--- src/rtl/evcap_pkg.sv ---
// Package: shared register map and field positions for the event capture unit.
// Assumes a 2-bit word address and a 16-bit data path.
package evcap_pkg;
    localparam int DATA_W = 16;
    localparam int ADDR_W = 2;

    localparam logic [ADDR_W-1:0] A_SETUP = 2'd0;
    localparam logic [ADDR_W-1:0] A_STAT  = 2'd1;
    localparam logic [ADDR_W-1:0] A_TS_LO = 2'd2;
    localparam logic [ADDR_W-1:0] A_TS_HI = 2'd3;

    // settings word
    localparam int B_FALL = 0;
    localparam int B_OVWR = 1;
    localparam int B_RUN  = 2;
    // status word
    localparam int B_SRC  = 0;
    localparam int B_VLD  = 1;
    localparam int B_ERR  = 2;
    localparam int SEQ_LSB = 8;

    typedef struct packed {
        logic run;
        logic ovwr;
        logic fall;
    } setup_t;
endpackage

--- src/rtl/evcap_sync.sv ---
// Module: multi-stage synchroniser for an asynchronous level.
// Assumes STAGES >= 2; output is the last stage.
module evcap_sync #(
    parameter int STAGES = 2
) (
    input  logic clk,
    input  logic rst_n,
    input  logic d_async,
    output logic q_sync
);
    logic [STAGES-1:0] chain;

    genvar gi;
    generate
        for (gi = 0; gi < STAGES; gi++) begin : g_stage
            // shift one stage per clock
            always_ff @(posedge clk) begin
                if (!rst_n) chain[gi] <= 1'b0;
                else if (gi == 0) chain[gi] <= d_async;
                else chain[gi] <= chain[(gi == 0) ? 0 : gi-1];
            end
        end
    endgenerate

    assign q_sync = chain[STAGES-1];
endmodule

--- src/rtl/evcap_trig.sv ---
// Module: source selection, polarity and edge detection.
// Produces a one-cycle event pulse. Assumes tick_int is already synchronous.
module evcap_trig #(
    parameter int SYNC_STAGES = 2
) (
    input  logic clk,
    input  logic rst_n,
    input  logic evt_pin,
    input  logic pin_en,
    input  logic tick_int,
    input  logic use_int,
    input  logic fall,
    output logic evt
);
    logic pin_s;
    logic lvl;
    logic lvl_d;
    logic rise_e;
    logic fall_e;

    evcap_sync #(.STAGES(SYNC_STAGES)) u_sync (
        .clk    (clk),
        .rst_n  (rst_n),
        .d_async(evt_pin),
        .q_sync (pin_s)
    );

    assign lvl = use_int ? tick_int : pin_s;

    // remember the previous level of the selected source
    always_ff @(posedge clk) begin
        if (!rst_n) lvl_d <= 1'b0;
        else lvl_d <= lvl;
    end

    // edge pick and pin gating
    always_comb begin
        rise_e = lvl & ~lvl_d;
        fall_e = ~lvl & lvl_d;
        evt    = (fall ? fall_e : rise_e) & (use_int | pin_en);
    end

    AST_PIN_GATED: assert property (@(posedge clk) disable iff (!rst_n)
        (!use_int && !pin_en) |-> !evt);
endmodule

--- src/rtl/evcap_core.sv ---
// Module: capture store, valid and error flags, sequence counter.
// Assumes at most one event pulse per cycle; writes apply before captures.
module evcap_core #(
    parameter int TS_W  = 32,
    parameter int SEQ_W = 8
) (
    input  logic             clk,
    input  logic             rst_n,
    input  logic             evt,
    input  logic [TS_W-1:0]  time_cnt,
    input  logic             ovwr,
    input  logic             run,
    input  logic             stat_wr,
    input  logic             wr_vld,
    input  logic             wr_err,
    input  logic             seq_clr,
    output logic             vld,
    output logic             err,
    output logic [TS_W-1:0]  ts,
    output logic [SEQ_W-1:0] seq
);
    localparam logic [SEQ_W-1:0] SEQ_MAX = {SEQ_W{1'b1}};

    logic accept;
    logic miss;
    logic vld_n;
    logic err_n;

    // decide accept or miss and the next flag values
    always_comb begin
        accept = evt & (~vld | ovwr);
        miss   = evt & vld & ~ovwr;
        vld_n  = (stat_wr ? (vld & wr_vld) : vld) | accept;
        err_n  = (stat_wr ? (err & wr_err) : err) | miss;
    end

    // flag registers
    always_ff @(posedge clk) begin
        if (!rst_n) begin
            vld <= 1'b0;
            err <= 1'b0;
        end else begin
            vld <= vld_n;
            err <= err_n;
        end
    end

    // timestamp store
    always_ff @(posedge clk) begin
        if (!rst_n) ts <= '0;
        else if (accept) ts <= time_cnt;
    end

    // saturating sequence counter
    always_ff @(posedge clk) begin
        if (!rst_n) seq <= '0;
        else if (seq_clr) seq <= '0;
        else if (accept && run && seq != SEQ_MAX) seq <= seq + 1'b1;
    end

    AST_HOLD_TS: assert property (@(posedge clk) disable iff (!rst_n)
        (vld && !ovwr && !stat_wr) |=> $stable(ts));
    AST_ERR_STICKY: assert property (@(posedge clk) disable iff (!rst_n)
        (err && !stat_wr) |=> err);
    AST_OVW_NO_ERR: assert property (@(posedge clk) disable iff (!rst_n)
        (!err && ovwr && !stat_wr) |=> !err);
    AST_SEQ_CLR: assert property (@(posedge clk) disable iff (!rst_n)
        seq_clr |=> (seq == '0));
    AST_SEQ_SAT: assert property (@(posedge clk) disable iff (!rst_n)
        (seq == SEQ_MAX && !seq_clr) |=> (seq == SEQ_MAX));
    AST_RUN_OFF: assert property (@(posedge clk) disable iff (!rst_n)
        (!run && !seq_clr) |=> $stable(seq));
endmodule

--- src/rtl/evcap_unit.sv ---
// Module: top of the timestamp event capture unit.
// Holds the settings and source registers, decodes writes, muxes reads.
// Assumes SEQ_W <= 8 so the count fits in status bits 15:8.
module evcap_unit
    import evcap_pkg::*;
#(
    parameter int TS_W        = 32,
    parameter int SEQ_W       = 8,
    parameter int SYNC_STAGES = 2
) (
    input  logic              clk,
    input  logic              rst_n,
    input  logic [TS_W-1:0]   time_cnt,
    input  logic              evt_pin,
    input  logic              pin_en,
    input  logic              tick_int,
    input  logic              reg_wr,
    input  logic [ADDR_W-1:0] reg_addr,
    input  logic [DATA_W-1:0] reg_wdata,
    output logic [DATA_W-1:0] reg_rdata
);
    setup_t           setup_q;
    logic             use_int;
    logic             evt;
    logic             setup_wr;
    logic             stat_wr;
    logic             vld;
    logic             err;
    logic [TS_W-1:0]  ts;
    logic [SEQ_W-1:0] seq;

    assign setup_wr = reg_wr && (reg_addr == A_SETUP);
    assign stat_wr  = reg_wr && (reg_addr == A_STAT);

    // settings and source-select registers
    always_ff @(posedge clk) begin
        if (!rst_n) begin
            setup_q <= '0;
            use_int <= 1'b0;
        end else begin
            if (setup_wr) begin
                setup_q.fall <= reg_wdata[B_FALL];
                setup_q.ovwr <= reg_wdata[B_OVWR];
                setup_q.run  <= reg_wdata[B_RUN];
            end
            if (stat_wr) use_int <= reg_wdata[B_SRC];
        end
    end

    evcap_trig #(.SYNC_STAGES(SYNC_STAGES)) u_trig (
        .clk     (clk),
        .rst_n   (rst_n),
        .evt_pin (evt_pin),
        .pin_en  (pin_en),
        .tick_int(tick_int),
        .use_int (use_int),
        .fall    (setup_q.fall),
        .evt     (evt)
    );

    evcap_core #(.TS_W(TS_W), .SEQ_W(SEQ_W)) u_core (
        .clk     (clk),
        .rst_n   (rst_n),
        .evt     (evt),
        .time_cnt(time_cnt),
        .ovwr    (setup_q.ovwr),
        .run     (setup_q.run),
        .stat_wr (stat_wr),
        .wr_vld  (reg_wdata[B_VLD]),
        .wr_err  (reg_wdata[B_ERR]),
        .seq_clr (setup_wr | stat_wr),
        .vld     (vld),
        .err     (err),
        .ts      (ts),
        .seq     (seq)
    );

    // read-back multiplexer
    always_comb begin
        reg_rdata = '0;
        case (reg_addr)
            A_SETUP: begin
                reg_rdata[B_FALL] = setup_q.fall;
                reg_rdata[B_OVWR] = setup_q.ovwr;
                reg_rdata[B_RUN]  = setup_q.run;
            end
            A_STAT: begin
                reg_rdata[B_SRC] = use_int;
                reg_rdata[B_VLD] = vld;
                reg_rdata[B_ERR] = err;
                reg_rdata[SEQ_LSB +: SEQ_W] = seq;
            end
            A_TS_LO: reg_rdata = ts[DATA_W-1:0];
            default: reg_rdata = ts[2*DATA_W-1:DATA_W];
        endcase
    end

    AST_SETUP_KEEPS_VLD: assert property (@(posedge clk) disable iff (!rst_n)
        (setup_wr && !evt && !stat_wr) |=> (vld == $past(vld)));
endmodule

--- config.mk ---
export PLATFORM = sky130hd
export DESIGN_NAME = evcap_unit
export DESIGN_NICKNAME = d
export VERILOG_FILES = /design/src/rtl/evcap_pkg.sv /design/src/rtl/evcap_sync.sv /design/src/rtl/evcap_trig.sv /design/src/rtl/evcap_core.sv /design/src/rtl/evcap_unit.sv
export SDC_FILE = /design/constraint.sdc
export NUM_CORES = 1
export LEC_CHECK = 0
export ABC_AREA = 1
export CORE_MARGIN = 1
export CORE_UTILIZATION = 40
export CTS_CLUSTER_SIZE = 25
export DETAILED_ROUTE_END_ITERATION = 12
export PLACE_DENSITY_LB_ADDON = 0.1
export SLEW_MARGIN = 20
export SYNTH_ARGS = -nofsm -noshare
export SYNTH_HDL_FRONTEND = slang
export SYNTH_SLANG_ARGS = --single-unit
--- constraint.sdc ---
create_clock -name clk -period 6.2 [get_ports clk]
set_input_delay 1.86 -clock clk [delete_from_list [all_inputs] [get_ports clk]]
set_output_delay 1.86 -clock clk [all_outputs]
set_load 0.03 [all_outputs]
==> metrics.yaml <==
route.detailed.drc: 0
vias: 2209
cts_max_level: 2
max_cap_check_violation_count: 0
via_count_of_the_first_global_routing_pass: 2063
path_length_in_cells_of_the_critical_path: 8
timing.final.crit_share: 0.869
cp_max_fo: 18
critical_path.slowest_cell: "sky130_fd_sc_hd__clkdlybuf4s50_1"
hold-path-cell-count: 2
met2WireLength_um: 2450
number_of_endpoints_failing_setup_at_the_final_stage: 0
drt_first_pass_iters: 4
fin_total_pwr_mw: 0.678
core_area_um2: 5570
routed_wire_length_per_instance_um: 12.3
synthXorXnorAreaFrac: 0.0187
route.met3.wl_um: 325
finalHoldViolations: 0
synthSimpleGateAreaFrac: 0.351
gr-total-overflow: 0
slew-limit-headroom: 0.447
required_ps: 4340
global_route.usage.total: 0.200
floorplan.rows: 27
muxShareOfSynthArea: 0
maxSlewViolCount: 0
period_needed_ps: 5390
floorplan.io_pins: 72
ctsResizeCount: 0
ys_warn_count: 0
synth_top_family_by_area: "simple AND/OR/NAND/NOR gates"
drt.antenna.violating_nets: 0
cts_sinks: 49
tritoncts: "built"
layout.core_utilization: 0.539
grt_max_degree: 40
yosys_register_bits: 49
post_dp_cell_area_um2: 2890
crit_path_max_incr_delay_ps: 450
stdcell_area_um2: 3010
drt_iter0_drc: 94
detail_route.wirelength.met1_um: 2740
grt_antenna_before_repair: 0
post_cts_buffers: 0
wirelength_um: 5610
finish.net_count: 441
final_common_cell: "sky130_fd_sc_hd__nor2_1"
synthDistinctLibCells: 28
crit_type: "primary input to output pin"
dp_hpwl_um: 3730
layout-area-overhead-vs-synth_pct: 28.0
synth_cells: 332
ff_latch_area_um2: 981
syn-num-nets: 389
ir_worst_vdd_uv: 133
run_status: "completed"
vias_per_cell: 4.83
footprint_of_the_multi_input_gates_um2: 1170
path_common_cell: "sky130_fd_sc_hd__buf_4"
worst_r2r_path_depth: 8
clock_latency_ps: 300
yosys.area_share.adder: 0.00533
top_layer: "met4"
synth_compound_gate_area_share: 0.125
fin_skew_ps: 7.08
cts_buffer_depth: 2
static-leakage-power_nw: 1.37
die_h_um: 78.6
syn_area_cell_um2: 7.07
ys_seq_area_frac: 0.418
powerDensity_nw_per_um2: 226
most-common-layout-cells: "sky130_fd_sc_hd__nor2_1, sky130_fd_sc_hd__nand2_1, sky130_fd_sc_hd__dfxtp_1"
placement.io_buffers: 58
synth_area_um2: 2350
cp.buffers_inverters: 5
worst-slew-pin-transition_ps: 828
num_antenna_cells: 0
clk_pin_slew_worst_paths_ps: 90
path_cells: "clkdlybuf4s50_1 > buf_4 > inv_1 > nor2_1 > buf_4 > nand2_1 > o211ai_1 > buf_4"
wire_length_of_the_first_global_routing_pass_um: 9720
cts_buffers: 5
start_util: 0.421
hold_class: "flop to flop"
fillerInstances: 561
fp.dieW_um: 78.6
critPathTopFamily: "buffers and inverters"
data_arrival_at_the_endpoint_of_the_critical_path_ps: 3530
die_footprint_um2: 6180
setup.worst_path.start_class: "primary input"
setup_tns_ps: 0
end_kind: "output pin"
fmax_ghz: 0.186
cts_hold_buffers: 0
root_buffer: "sky130_fd_sc_hd__clkbuf_8"
gp_routability_congestion: 0.741
setup_repair_after_global_routing_missed_its_margin: "false"
final.hold.worst_slack_ps: 420
layout-drive-gt1-share: 0.112
per-layer routing:
metal / GRT usage / vias up
met5: 0 / -
met4: 0.0778 / 0
met3: 0.0395 / 11
met2: 0.299 / 55
met1: 0.280 / 981
li1: - / 1162
path summary, 6_finish.rpt:
check / from / end / slack [ps]
max: reg_addr[1] / reg_rdata[13] / 810
min: u_trig.u_sync.chain[0] / u_trig.u_sync.q_sync / 420
max reg2reg: setup_q[0] / u_core.seq[0] / 4430
min reg2reg: u_trig.u_sync.chain[0] / u_trig.u_sync.q_sync / 420
cell usage after synthesis:
cell type | number | area [um2]
sky130_fd_sc_hd__a21oi_1 | 6 | 30.0
sky130_fd_sc_hd__nor2_8 | 1 | 20.0
sky130_fd_sc_hd__o2111ai_1 | 1 | 8.76
sky130_fd_sc_hd__nand2_4 | 2 | 22.5
sky130_fd_sc_hd__nand4_1 | 3 | 18.8
sky130_fd_sc_hd__inv_1 | 18 | 67.6
sky130_fd_sc_hd__o21ai_1 | 29 | 145
sky130_fd_sc_hd__buf_6 | 5 | 56.3
sky130_fd_sc_hd__ha_1 | 1 | 12.5
sky130_fd_sc_hd__nand3_2 | 2 | 20.0
sky130_fd_sc_hd__nor2_4 | 2 | 22.5
sky130_fd_sc_hd__nor2_1 | 89 | 334
sky130_fd_sc_hd__nand2_2 | 4 | 25.0
sky130_fd_sc_hd__buf_2 | 2 | 10.0
sky130_fd_sc_hd__o21ai_0 | 9 | 45.0
sky130_fd_sc_hd__inv_2 | 2 | 7.51
sky130_fd_sc_hd__or2_1 | 1 | 6.26
sky130_fd_sc_hd__xor2_1 | 5 | 43.8
sky130_fd_sc_hd__nand2_1 | 60 | 225
sky130_fd_sc_hd__buf_1 | 1 | 3.75
sky130_fd_sc_hd__buf_4 | 4 | 30.0
sky130_fd_sc_hd__a21boi_2 | 1 | 11.3
sky130_fd_sc_hd__nor2_2 | 1 | 6.26
sky130_fd_sc_hd__clkbuf_1 | 5 | 18.8
sky130_fd_sc_hd__nand3_4 | 1 | 17.5
sky130_fd_sc_hd__dfxtp_1 | 49 | 981
sky130_fd_sc_hd__o211ai_1 | 7 | 52.6
sky130_fd_sc_hd__nand3_1 | 21 | 105
state kept, by name (all words and copies together) (netlist names):
| name | flops |
|---|---|
| u_trig.u_sync.chain | 1 |
| u_core.ts | 32 |
| use_int | 1 |
| u_trig.lvl_d | 1 |
| u_trig.u_sync.q_sync | 1 |
| u_core.seq | 8 |
| u_core.err | 1 |
| setup_q | 3 |
| u_core.vld | 1 |
area by class of cell:
class,instances,share of cell area
Multi-Input combinational cell,246,0.390
Sequential cell,49,0.326
Timing Repair Buffer,62,0.190
Tap cell,72,0.0300
Clock buffer,7,0.0287
Inverter,20,0.0250
Clock inverter,1,0.00999
cells by family after synthesis:
family	Yosys count
xor gates and xnor gates	5
DFF	49
and+or+nand+nor	187
buffers and inverters	37
AOI/OAI and AO/OA	53
adders and majority gates	1
report_power, final:
part	switching (mW)	leakage (nW)	internal, mW	total, mW
clock network	0.103	0.0585	0.132	0.234
registers	0.00899	0.399	0.331	0.340
logic	0.0565	0.911	0.0468	0.103
total	0.168	1.37	0.510	0.678
stage by stage:
step / setup slack [ps] / cells
floorplan: 1460 / 332
global placement: 803 / 449
detailed placement: 805 / 449
CTS: 796 / 457
global route: 668 / 457
finish: 814 / 457
worst reg2reg max path, stage by stage, from the launching register on:
cell and delay, ps:
sky130_fd_sc_hd__dfxtp_1 360, sky130_fd_sc_hd__nor2_2 190, sky130_fd_sc_hd__inv_1 60, sky130_fd_sc_hd__nand2_1 70, sky130_fd_sc_hd__nand3_2 80, sky130_fd_sc_hd__nor2_4 630
sky130_fd_sc_hd__nand3_1 140, sky130_fd_sc_hd__nand2_1 100, sky130_fd_sc_hd__nor2_1 40
No activity file was read; power rests on OpenSTA's default activity.
